[config.mk]
export PLATFORM = sky130hd
export DESIGN_NAME = dram_addr_mux
export DESIGN_NICKNAME = d
export VERILOG_FILES = /design/src/rtl/dram_mux_pkg.sv /design/src/rtl/dram_req_latch.sv /design/src/rtl/dram_line_map.sv /design/src/rtl/dram_strobe_seq.sv /design/src/rtl/dram_addr_mux.sv
export SDC_FILE = /design/constraint.sdc
export NUM_CORES = 1
export LEC_CHECK = 0
export ABC_AREA = 1
export BUFFER_PORTS_ARGS = -buffer_cell sky130_fd_sc_hd__buf_2
export CAP_MARGIN = 30
export CORE_ASPECT_RATIO = 0.6
export CORE_MARGIN = 5
export CORE_UTILIZATION = 37
export DETAILED_ROUTE_END_ITERATION = 8
export PLACE_DENSITY = 0.61
export SLEW_MARGIN = 10
export SYNTH_ARGS = -nofsm -noshare
export SYNTH_HDL_FRONTEND = slang
export SYNTH_HIERARCHICAL = 1
export SYNTH_SLANG_ARGS = --single-unit
[constraint.sdc]
create_clock -name clk -period 1.3 [get_ports clk]
set_input_delay 0 -clock clk [delete_from_list [all_inputs] [get_ports clk]]
set_output_delay 0 -clock clk [all_outputs]
set_load 0.005 [all_outputs]
[src/rtl/dram_mux_pkg.sv]
// Shared types for the DRAM address multiplexer.
// Assumes ten row and ten column lines; size codes 2 and 3 both mean full size.
package dram_mux_pkg;

    typedef enum logic [2:0] {
        ST_IDLE = 3'd0,
        ST_ROW  = 3'd1,
        ST_RAS  = 3'd2,
        ST_COL  = 3'd3,
        ST_CAS  = 3'd4,
        ST_DONE = 3'd5
    } phase_e;

    localparam logic [1:0] SZ_SMALL = 2'd0;
    localparam logic [1:0] SZ_MID   = 2'd1;

    // Number of top lines dropped for a given size code.
    function automatic logic [1:0] lines_dropped(input logic [1:0] size_code);
        case (size_code)
            SZ_SMALL: lines_dropped = 2'd2;
            SZ_MID:   lines_dropped = 2'd1;
            default:  lines_dropped = 2'd0;
        endcase
    endfunction

endpackage

[src/rtl/dram_req_latch.sv]
// Holds the word address and configuration for the access in progress.
// Assumes load is asserted only on the cycle a request is accepted.
module dram_req_latch #(
    parameter int WORD_W = 20
) (
    input  logic              clk,
    input  logic              rst_n,
    input  logic              load,
    input  logic [WORD_W-1:0] word_in,
    input  logic              order_in,
    input  logic [1:0]        size_in,
    output logic [WORD_W-1:0] word_q,
    output logic              order_q,
    output logic [1:0]        size_q
);

    // Capture the request fields when a new access is accepted.
    always_ff @(posedge clk) begin
        if (!rst_n) begin
            word_q  <= '0;
            order_q <= 1'b0;
            size_q  <= 2'd2;
        end else if (load) begin
            word_q  <= word_in;
            order_q <= order_in;
            size_q  <= size_in;
        end
    end

    // configuration and address stay put between accepted requests.
    a_r9_fields_held: assert property (@(posedge clk) disable iff (!rst_n)
        !load |=> ($stable(order_q) && $stable(size_q) && $stable(word_q)));

endmodule

[src/rtl/dram_line_map.sv]
// Combinational map from word address to row and column lines.
// Builds the contiguous variant for each possible drop count and picks one;
// the interleaved variant is fixed wiring with the top lines masked.
module dram_line_map
    import dram_mux_pkg::*;
#(
    parameter int LINE_W = 10
) (
    input  logic [2*LINE_W-1:0] word,
    input  logic                order_il,
    input  logic [1:0]          size_code,
    output logic [LINE_W-1:0]   row_lines,
    output logic [LINE_W-1:0]   col_lines
);

    localparam int NUM_VAR = 3;

    logic [LINE_W-1:0] ct_row [NUM_VAR];
    logic [LINE_W-1:0] ct_col [NUM_VAR];
    logic [LINE_W-1:0] il_row;
    logic [LINE_W-1:0] il_col;
    logic [LINE_W-1:0] keep;
    logic [1:0]        drop;

    // Contiguous packing: row = low k bits, column = next k bits, k = LINE_W - d.
    for (genvar d = 0; d < NUM_VAR; d++) begin : g_contig
        for (genvar j = 0; j < LINE_W; j++) begin : g_line
            if (j < LINE_W - d) begin : g_used
                assign ct_row[d][j] = word[j];
                assign ct_col[d][j] = word[LINE_W - d + j];
            end else begin : g_unused
                assign ct_row[d][j] = 1'b0;
                assign ct_col[d][j] = 1'b0;
            end
        end
    end

    // Interleaved wiring: even word bits to row lines, odd word bits to column lines.
    for (genvar j = 0; j < LINE_W; j++) begin : g_il
        assign il_row[j] = word[2*j];
        assign il_col[j] = word[2*j + 1];
    end

    // Mask of lines that the selected size actually uses.
    always_comb begin
        drop = lines_dropped(size_code);
        keep = '1;
        if (drop == 2'd1) keep[LINE_W-1] = 1'b0;
        if (drop == 2'd2) keep[LINE_W-1 -: 2] = 2'b00;
    end

    // Select the ordering and apply the size.
    always_comb begin
        if (order_il) begin
            row_lines = il_row & keep;
            col_lines = il_col & keep;
        end else begin
            row_lines = ct_row[drop];
            col_lines = ct_col[drop];
        end
    end

endmodule

[src/rtl/dram_strobe_seq.sv]
// Phase sequencer: row, row strobe, column, column strobe held HOLD_CYC
// cycles, then a done pulse. Assumes HOLD_CYC >= 1.
module dram_strobe_seq
    import dram_mux_pkg::*;
#(
    parameter int HOLD_CYC = 3
) (
    input  logic clk,
    input  logic rst_n,
    input  logic req,
    output logic accept,
    output logic drive,
    output logic show_col,
    output logic ras_on,
    output logic cas_on,
    output logic done,
    output logic busy
);

    localparam int CNT_W = (HOLD_CYC > 1) ? $clog2(HOLD_CYC) : 1;
    localparam logic [CNT_W-1:0] LAST = CNT_W'(HOLD_CYC - 1);

    phase_e           state;
    logic [CNT_W-1:0] hold_cnt;

    assign accept = (state == ST_IDLE) && req;

    // Advance through the access phases and count the strobe hold.
    always_ff @(posedge clk) begin
        if (!rst_n) begin
            state    <= ST_IDLE;
            hold_cnt <= '0;
        end else begin
            case (state)
                ST_IDLE: if (req) state <= ST_ROW;
                ST_ROW:  state <= ST_RAS;
                ST_RAS:  state <= ST_COL;
                ST_COL: begin
                    state    <= ST_CAS;
                    hold_cnt <= '0;
                end
                ST_CAS: begin
                    if (hold_cnt == LAST) state <= ST_DONE;
                    else                  hold_cnt <= hold_cnt + 1'b1;
                end
                default: state <= ST_IDLE;
            endcase
        end
    end

    // Decode the pin-level controls from the phase.
    always_comb begin
        drive    = (state == ST_ROW) || (state == ST_RAS) || (state == ST_COL) || (state == ST_CAS);
        show_col = (state == ST_COL) || (state == ST_CAS);
        ras_on   = (state == ST_RAS) || (state == ST_COL) || (state == ST_CAS);
        cas_on   = (state == ST_CAS);
        done     = (state == ST_DONE);
        busy     = (state != ST_IDLE);
    end

    // a request seen mid-access never restarts the row phase.
    a_r10_no_restart: assert property (@(posedge clk) disable iff (!rst_n)
        (busy && req) |=> (state != ST_ROW));

    // the hold counter never passes its last value.
    a_r8_hold_bound: assert property (@(posedge clk) disable iff (!rst_n)
        hold_cnt <= LAST);

    // done is followed by idle.
    a_r8_done_then_idle: assert property (@(posedge clk) disable iff (!rst_n)
        done |=> !busy);

endmodule

[src/rtl/dram_addr_mux.sv]
// Top: DRAM row/column address multiplexer for one bank.
// Latches a request, maps it with the selected ordering and size, and drives
// the shared address lines in step with the row and column strobes.
module dram_addr_mux
    import dram_mux_pkg::*;
#(
    parameter int LINE_W   = 10,
    parameter int HOLD_CYC = 3
) (
    input  logic                clk,
    input  logic                rst_n,
    input  logic                req,
    input  logic [2*LINE_W:1]   addr_hi,
    input  logic                order_sel,
    input  logic [1:0]          bank_size,
    output logic [LINE_W-1:0]   ma_out,
    output logic                ras_on,
    output logic                cas_on,
    output logic                done,
    output logic                busy
);

    localparam int WORD_W = 2 * LINE_W;

    logic              accept, drive, show_col;
    logic [WORD_W-1:0] word_q;
    logic              order_q;
    logic [1:0]        size_q;
    logic [LINE_W-1:0] row_lines, col_lines;

    dram_req_latch #(.WORD_W(WORD_W)) u_latch (
        .clk      (clk),
        .rst_n    (rst_n),
        .load     (accept),
        .word_in  (addr_hi),
        .order_in (order_sel),
        .size_in  (bank_size),
        .word_q   (word_q),
        .order_q  (order_q),
        .size_q   (size_q)
    );

    dram_line_map #(.LINE_W(LINE_W)) u_map (
        .word      (word_q),
        .order_il  (order_q),
        .size_code (size_q),
        .row_lines (row_lines),
        .col_lines (col_lines)
    );

    dram_strobe_seq #(.HOLD_CYC(HOLD_CYC)) u_seq (
        .clk      (clk),
        .rst_n    (rst_n),
        .req      (req),
        .accept   (accept),
        .drive    (drive),
        .show_col (show_col),
        .ras_on   (ras_on),
        .cas_on   (cas_on),
        .done     (done),
        .busy     (busy)
    );

    // Put row or column on the shared lines, zero when idle.
    always_comb begin
        if (!drive)        ma_out = '0;
        else if (show_col) ma_out = col_lines;
        else               ma_out = row_lines;
    end

    // the column strobe only ever rides on an active row strobe.
    a_r7_cas_under_ras: assert property (@(posedge clk) disable iff (!rst_n)
        cas_on |-> ras_on);

    // the row strobe rises on lines that were already stable.
    a_r7_row_settled: assert property (@(posedge clk) disable iff (!rst_n)
        $rose(ras_on) |-> $stable(ma_out));

    // column strobe rises only after the row strobe was already up.
    a_r7_cas_after_ras: assert property (@(posedge clk) disable iff (!rst_n)
        $rose(cas_on) |-> $past(ras_on));

    // strobes are low during the done pulse.
    a_r8_done_quiet: assert property (@(posedge clk) disable iff (!rst_n)
        done |-> (!ras_on && !cas_on));

    // a 128 kB bank never drives its top two lines.
    a_r6_small_top_zero: assert property (@(posedge clk) disable iff (!rst_n)
        (size_q == SZ_SMALL) |-> (ma_out[LINE_W-1 -: 2] == 2'b00));

endmodule

### Word-level counts from Yosys, hierarchy flattened

Cells that the tools add are included.

| storage, ports and cells | value |
|---|---|
| logic and storage cells | 53 |
| register bits | 28 |
| input bits | 26 |

| operators by class | value |
|---|---|
| add/subtract/negate cells | 1 |
| equality and inequality tests | 12 |
| bitwise logic cells | 3 |
| mux-type cells | 18 |
| reduce and logical (&&, ||, !) cells | 13 |
| magnitude comparators | 1 |

Operator list:

| operator | count |
|---|---|
| 10-bit 2-to-1 mux | 8 |
| 10-bit binary-select mux with 2-bit select | 2 |
| 10-bit AND | 2 |
| 3-bit case mux with 5 select lines | 1 |
| 2-bit case mux with 2 select lines | 2 |
| 3-bit by 2-bit == test with 1-bit output (second input constant) | 2 |
| 3-bit == test (second input constant) | 2 |
| 1-bit logical OR | 6 |
| 3-bit 2-to-1 mux | 2 |
| 2-bit by 1-bit == test with 1-bit output (second input constant) | 2 |
| 2-bit == test (second input constant) | 2 |
| 2-bit 2-to-1 mux | 2 |
| 2-bit != test (second input constant) | 2 |
| 2-bit AND reduction | 2 |
| 3-bit by 1-bit == test with 1-bit output (second input constant) | 1 |
| 3-bit greater-or-equal comparator (second input constant) | 1 |
| 3-bit logical NOT | 1 |
| 2-bit NOT with 3-bit output | 1 |
| 3-bit nonzero test | 1 |
| 2-bit by 1-bit adder with 2-bit output (second input constant) | 1 |
| 2-bit logical NOT | 1 |
| 2-bit by 1-bit != test with 1-bit output (second input constant) | 1 |
| 2-bit nonzero test | 1 |
| 1-bit logical AND | 1 |
| 1-bit 2-to-1 mux | 1 |

### Depth between registers and ports, before layout

| depth | value |
|---|---|
| depth after elaboration | 9 |
| depth in mapped cells | 11 |

### By module

Netlist, hierarchy kept.

By module, submodules not included:

| module | seq. area each (sq um) | area each (sq um) | instances | cells each |
|---|---|---|---|---|
| dram_req_latch | 460.4 | 968.4 | 1 | 144 |
| dram_line_map | 0.0 | 456.7 | 1 | 101 |
| dram_strobe_seq | 100.1 | 312.8 | 1 | 49 |
| dram_addr_mux | 0.0 | 211.5 | 1 | 53 |

### Worst setup path before layout

No wires, ideal clock.

| timing path | value |
|---|---|
| path type | flip-flop to flip-flop |
| start point | register u_seq.state[2] |
| end point | register u_latch.size_q[1] |
| setup slack | 0.023 ns |
| library setup time | 0.121 ns |
| data required time | 1.179 ns |
| data arrival time | 1.156 ns |
| buffers on the path | 2 |
| cell stages (with the launch flop) | 9 |
| period minus slack after synthesis | 1.277 ns |
| cell sequence | dfxtp_1 -> nor3_1 -> inv_1 -> nor2_1 -> buf_6 -> buf_8 -> inv_1 -> nand2_1 -> nand3_1 |

| on the way | value |
|---|---|
| word-level cells in the longest chain between the ends | 2 |

Ends and longest elaborated chain:

| item | line | RTL |
|---|---|---|
| from (decl) | dram_strobe_seq.sv:23 | `phase_e state;` |
| from (signal assigned) | dram_strobe_seq.sv:31 | `state <= ST_IDLE;` |
| from (signal assigned) | dram_strobe_seq.sv:35 | `ST_IDLE: if (req) state <= ST_ROW;` |
| from (signal assigned) | dram_strobe_seq.sv:36 | `ST_ROW: state <= ST_RAS;` |
| 3-bit logical NOT | dram_strobe_seq.sv:26 | `assign accept = (state == ST_IDLE) && req;` |
| 1-bit logical AND | dram_strobe_seq.sv:26 |  |
| net accept | dram_addr_mux.sv:25 | `logic accept, drive, show_col;` |
| to (signal assigned) | dram_req_latch.sv:26 | `size_q <= size_in;` |
| to (decl) | dram_req_latch.sv:14 | `output logic [1:0] size_q` |

The timed path passes the listed nets, and every way through them passes these cells.
A chain may end at the register's enable or synchronous reset.

### Worst setup path in the final report

| timing path | value |
|---|---|
| start point | register u_latch.size_q[1] |
| end point | output port ma_out[3] |

| on the way | value |
|---|---|
| word-level cells in the longest chain between the ends | 9 |
| elaborated cells on any way between the ends | 14 |

Ends and longest elaborated chain:

| item | line | RTL |
|---|---|---|
| 2-bit by 1-bit == test with 1-bit output or 2-bit logical NOT (tied branches) | dram_mux_pkg.sv:19 | `case (size_code)` |
| 2-bit case mux with 2 select lines * | dram_mux_pkg.sv:19 |  |
| 2-bit NOT with 3-bit output (not written as such) * | dram_line_map.sv:59 | `col_lines = ct_col[drop];` |
| 10-bit binary-select mux with 2-bit select * | dram_line_map.sv:59 |  |
| 10-bit 2-to-1 mux (not written as such) * (2 in a row) | dram_line_map.sv:59 |  |
| 10-bit 2-to-1 mux * | dram_line_map.sv:54 | `if (order_il) begin` |
| net col_lines[3] | dram_addr_mux.sv:29 | `logic [LINE_W-1:0] row_lines, col_lines;` |
| 10-bit 2-to-1 mux * | dram_addr_mux.sv:67 | `else if (show_col) ma_out = col_lines;` |
| 10-bit 2-to-1 mux * | dram_addr_mux.sv:66 | `if (!drive) ma_out = '0;` |
| to (decl) | dram_addr_mux.sv:16 | `output logic [LINE_W-1:0] ma_out,` |

The timed path passes the listed nets; every way through them passes the cells marked *. The select of a mux whose other input is x is not followed.

==> results list <==
- The run finished, with violations left.
- The final reports fail on negative setup slack.
- Static power due to leakage: 0.00156 uW
* Slew at the pin closest to its max-slew limit: 0.380 ns
- Number of top-level pins: 40
* Cells along the critical path: buf_8 -> inv_8 -> buf_4 -> nand3_2 -> nand3_2 -> nand2_1 -> inv_1 -> inv_1 -> nand2_1 -> nand2_1 -> nor2_1 -> buf_2
- Buffers inserted during clock tree synthesis total 3.
* Via/cell ratio: 4.62
- In the finished design, the share of the clock period the worst path needs comes to 120%.
* RSZ-0062 raised after global routing: true
- The internal power of the cells totals 2180 uW.
- Clk sinks: 28
- Power spread over the standard cell area amounts to 1150 mW/mm^2.
* Library cell contributing the largest single delay on the critical path: sky130_fd_sc_hd__dfxtp_4
* Data required time at the worst endpoint: 1.30 ns
* Endpoints failing hold: 0
* Detailed-route DRC error count: 0
* Max clock buf depth: 2
- Routed length per instance: 12.9 um
- Final setup fails: 34
- The number of slew-limit violations in the final report came to 0.
- Of all flip-flops after synthesis, the portion carrying an async set or reset was 0%.
- Measured along the x axis, the die boundary spans 104 um.
* Register bit total from synthesis: 28
- Worst supply voltage drop on vdd: 0.483 mV
- The floorplan step defined a core boundary enclosing 0.00508 mm^2.
* Largest cells by area after synthesis: sky130_fd_sc_hd__dfxtp_1 (29%), sky130_fd_sc_hd__nand2_1 (23%), sky130_fd_sc_hd__nor2_1 (14%)
- Crit path setup slack, layout: -0.261 ns
- After synthesis, the largest area contributor takes up 28.8% of total cell area.
- CTS placed an instance of sky130_fd_sc_hd__clkbuf_8 at the clock tree root.
- Net Switching: 1280 uW
- Maximum number of pins on one net before global-route repair: 23
- Synthesized area per cell: 5.62 um^2
* Iter 0 DRT Violations: 133
- Setup total negative slack on the finished layout was measured at -5.06 ns.
* Ranking of synthesized cells by instance count: sky130_fd_sc_hd__nand2_1 (117), sky130_fd_sc_hd__nor2_1 (73), sky130_fd_sc_hd__inv_1 (56)
- Post-detailed-placement half-perimeter wirelength: 3.62 mm
* Buffers plus inverters on the worst setup path: 6
- Number of nets in the layout: 451
- Length of the first detailed-routing pass in iterations: 4
* Clock power share: 20.5%
* Clock H-tree levels: 1
* Most used standard cell by instance count after synthesis: sky130_fd_sc_hd__nand2_1
- Flip-flop cell with the highest count after synthesis: sky130_fd_sc_hd__dfxtp_1
- In the synthesized netlist, the number of instances is 347.
- The biggest area contributor in the post-synthesis netlist is sky130_fd_sc_hd__dfxtp_1.
* Starting density of the core: 38.4%
* Clk_lat worst skew: 0.28 ns
- Setup slack on the worst reg-to-reg path comes out at -0.18 ns.
* Largest delay contributor family on the critical path: buffers and inverters
- The setup path with the least slack is of type reg2out.
- Number of nets with antenna violations after detailed routing: 0
* Die Span Y: 66.2 um
- Counting flops with a built-in enable in the synthesized netlist gives 0.
* Register share of total power: 33.1%
- Worst clock skew on the final layout: 0.00880 ns
- The number of antenna diodes in the final layout is 0.
* Number of warning messages in the yosys log: 6
* Period minus WS final: 1.56 ns
* Startpoint Class: register
* Row count: 20
- Area of the mapped netlist: 0.00195 mm^2
- Synthesis produced a netlist with a net count of 374.
- The cell that appears most often on the critical path is sky130_fd_sc_hd__nand2_1.
* Top fanout value on the critical path: 7
- TritonCTS built the clock tree.
- The initial antenna violation count came to 0.
- The number of global-route vias before repair was 2006.
- Compared with the post-synthesis result, the final layout area differs by 53.8%.
- Total Routing Usage GR: 16.7%
- For this run, the top clock speed supported by timing is 0.641 GHz.
- The post-route netlist has 36.2% of its cells at a drive strength greater than 1.
- Wire length of the first global-routing pass: 9.50 mm
- Net switching is 37.0% of the power.
- Gate power share: 46.4%
- The completed layout was analyzed and its total power is 3460 uW.
- Fill cell count: 500
* Area taken by multi-input logic gates: 0.00125 mm^2
- Area after DPL: 0.00222 mm^2
* Fin area: 0.00300 mm^2
* Max stage delay on crit path: 0.43 ns
- Registers take 578 um^2.
- Worst min-delay path class: in2reg
* RePlAce Congestion: 0.836
* Number of buffers inserted by port buffering: 39
- Final Routed Wirelength: 6.33 mm
* Setup WS pre-CTS: -0.0544 ns
- Die ar.: 0.00687 mm^2
* Critical Path AT: 1.56 ns
- Total vias in the final route: 2261
- The tool flagged a number of max-cap violations equal to 0.
- Clock transition at the registers of the reported paths: 0.10 ns
* Remaining Overflow, GRT: 0
* Max-slew headroom: 74.6%
* Sequential share of the synthesized area: 28.8%
- Number of distinct library cells after synthesis: 23
- The worst setup path is captured at an output port.
[path summary, 6_finish.rpt]
kind,cells after the start,endpoint,startpoint
worst max register to register,9,u_latch/word_q[15]$_SDFFE_PN0P_,u_seq/state[0]$_SDFFE_PN0P_
worst min-delay path,5,u_latch/word_q[5]$_SDFFE_PN0P_,addr_hi[6]
worst min register to register,2,u_latch/word_q[7]$_SDFFE_PN0P_,u_latch/word_q[7]$_SDFFE_PN0P_
worst max-delay path,12,ma_out[3],u_latch/size_q[1]$_SDFFE_PN1P_
[worst register-to-register path: stages (launching register included)]
cell and delay (ns):
sky130_fd_sc_hd__dfxtp_4 0.39, sky130_fd_sc_hd__buf_6 0.12, sky130_fd_sc_hd__nor3_4 0.14, sky130_fd_sc_hd__inv_2 0.08, sky130_fd_sc_hd__nor2_4 0.17, sky130_fd_sc_hd__buf_12 0.17
sky130_fd_sc_hd__clkbuf_16 0.16, sky130_fd_sc_hd__nand2_2 0.04, sky130_fd_sc_hd__nand2_1 0.05, sky130_fd_sc_hd__nor2_1 0.05
[through the flow]
stage | hold WS [ns] | cells | utilization, %
floorplan | 0.120 | 347 | -
global placement | 0.225 | 453 | 43.7
CTS | 0.000771 | 477 | 51.9
global route | 0.0139 | 489 | 59.0
finish | 0.00850 | 489 | 59.0
detailed placement | 0.230 | 453 | 43.7
[metal layers]
layer  part of all wire, %  track usage, %  up-vias
li1                      -               -     1174
met1                    46            22.9     1014
met2                    47            27.1       69
met3                   6.9            3.71        4
met4                  0.77            3.23        0
met5                     0               0        -
[repair_timing]
| item | CTS | global route |
|---|---|---|
| pin swaps | 7 | 56 |
| setup buffers | 7 | 9 |
| hold endpoints to repair | 9 | 0 |
| hold buffers | 10 | 0 |
| resized for setup | 35 | 70 |
| gates cloned | 3 | 4 |
| setup endpoints to repair | 32 | 35 |
[cell usage in the layout, fill, tap and decap left out, types with 2 or more instances in the layout]
cell type,Yosys,final
sky130_fd_sc_hd__a21oi_1,8,8
sky130_fd_sc_hd__buf_12,0,4
sky130_fd_sc_hd__buf_2,2,38
sky130_fd_sc_hd__buf_4,5,18
sky130_fd_sc_hd__buf_6,6,10
sky130_fd_sc_hd__buf_8,2,3
sky130_fd_sc_hd__clkbuf_16,0,3
sky130_fd_sc_hd__clkbuf_8,0,3
sky130_fd_sc_hd__dfxtp_1,28,22
sky130_fd_sc_hd__dfxtp_2,0,2
sky130_fd_sc_hd__dfxtp_4,0,4
sky130_fd_sc_hd__dlygate4sd3_1,0,10
sky130_fd_sc_hd__inv_1,56,51
sky130_fd_sc_hd__inv_2,6,8
sky130_fd_sc_hd__inv_4,0,2
sky130_fd_sc_hd__nand2_1,117,97
sky130_fd_sc_hd__nand2_2,1,18
sky130_fd_sc_hd__nand2_4,1,4
sky130_fd_sc_hd__nand3_1,20,10
sky130_fd_sc_hd__nand3_2,1,9
sky130_fd_sc_hd__nand3_4,0,2
sky130_fd_sc_hd__nand3b_1,2,2
sky130_fd_sc_hd__nor2_1,73,57
sky130_fd_sc_hd__nor2_2,2,8
sky130_fd_sc_hd__nor2_4,1,12
sky130_fd_sc_hd__o21ai_0,7,6
sky130_fd_sc_hd__or2_1,3,3
[cell type report]
class,instances,area share [%]
Multi-Input combinational cell,242,41.9
Timing Repair Buffer,87,25.5
Sequential cell,28,19.3
Inverter,62,8.18
Tap cell,66,2.75
Clock buffer,3,1.38
Clock inverter,1,1.00
[cells by family after synthesis]
group / Yosys count / synth area share [%]
flops: 28 / 28.8
fa+ha+maj: 1 / 0.642
buf+inv: 78 / 19.6
simple gates: 225 / 47.2
compound gates: 15 / 3.85
[sequential cells by signal (all words and copies together) (netlist names)]
signal / flops
u_seq/state: 3
u_seq/hold_cnt: 2
u_latch/order_q: 1
u_latch/word_q: 20
u_latch/size_q: 2
[power groups by stage]
stage | Combinational [uW] | Sequential (uW) | Clock [uW]
final | 1610 | 1140 | 709
after global routing | 1780 | 1160 | 757
after CTS | 1280 | 1100 | 730
after detailed placement | 1020 | 1100 | 0
after global placement | 1020 | 1100 | 0
after floorplan | 775 | 1060 | 0
Power figures use the tool's default switching activity.
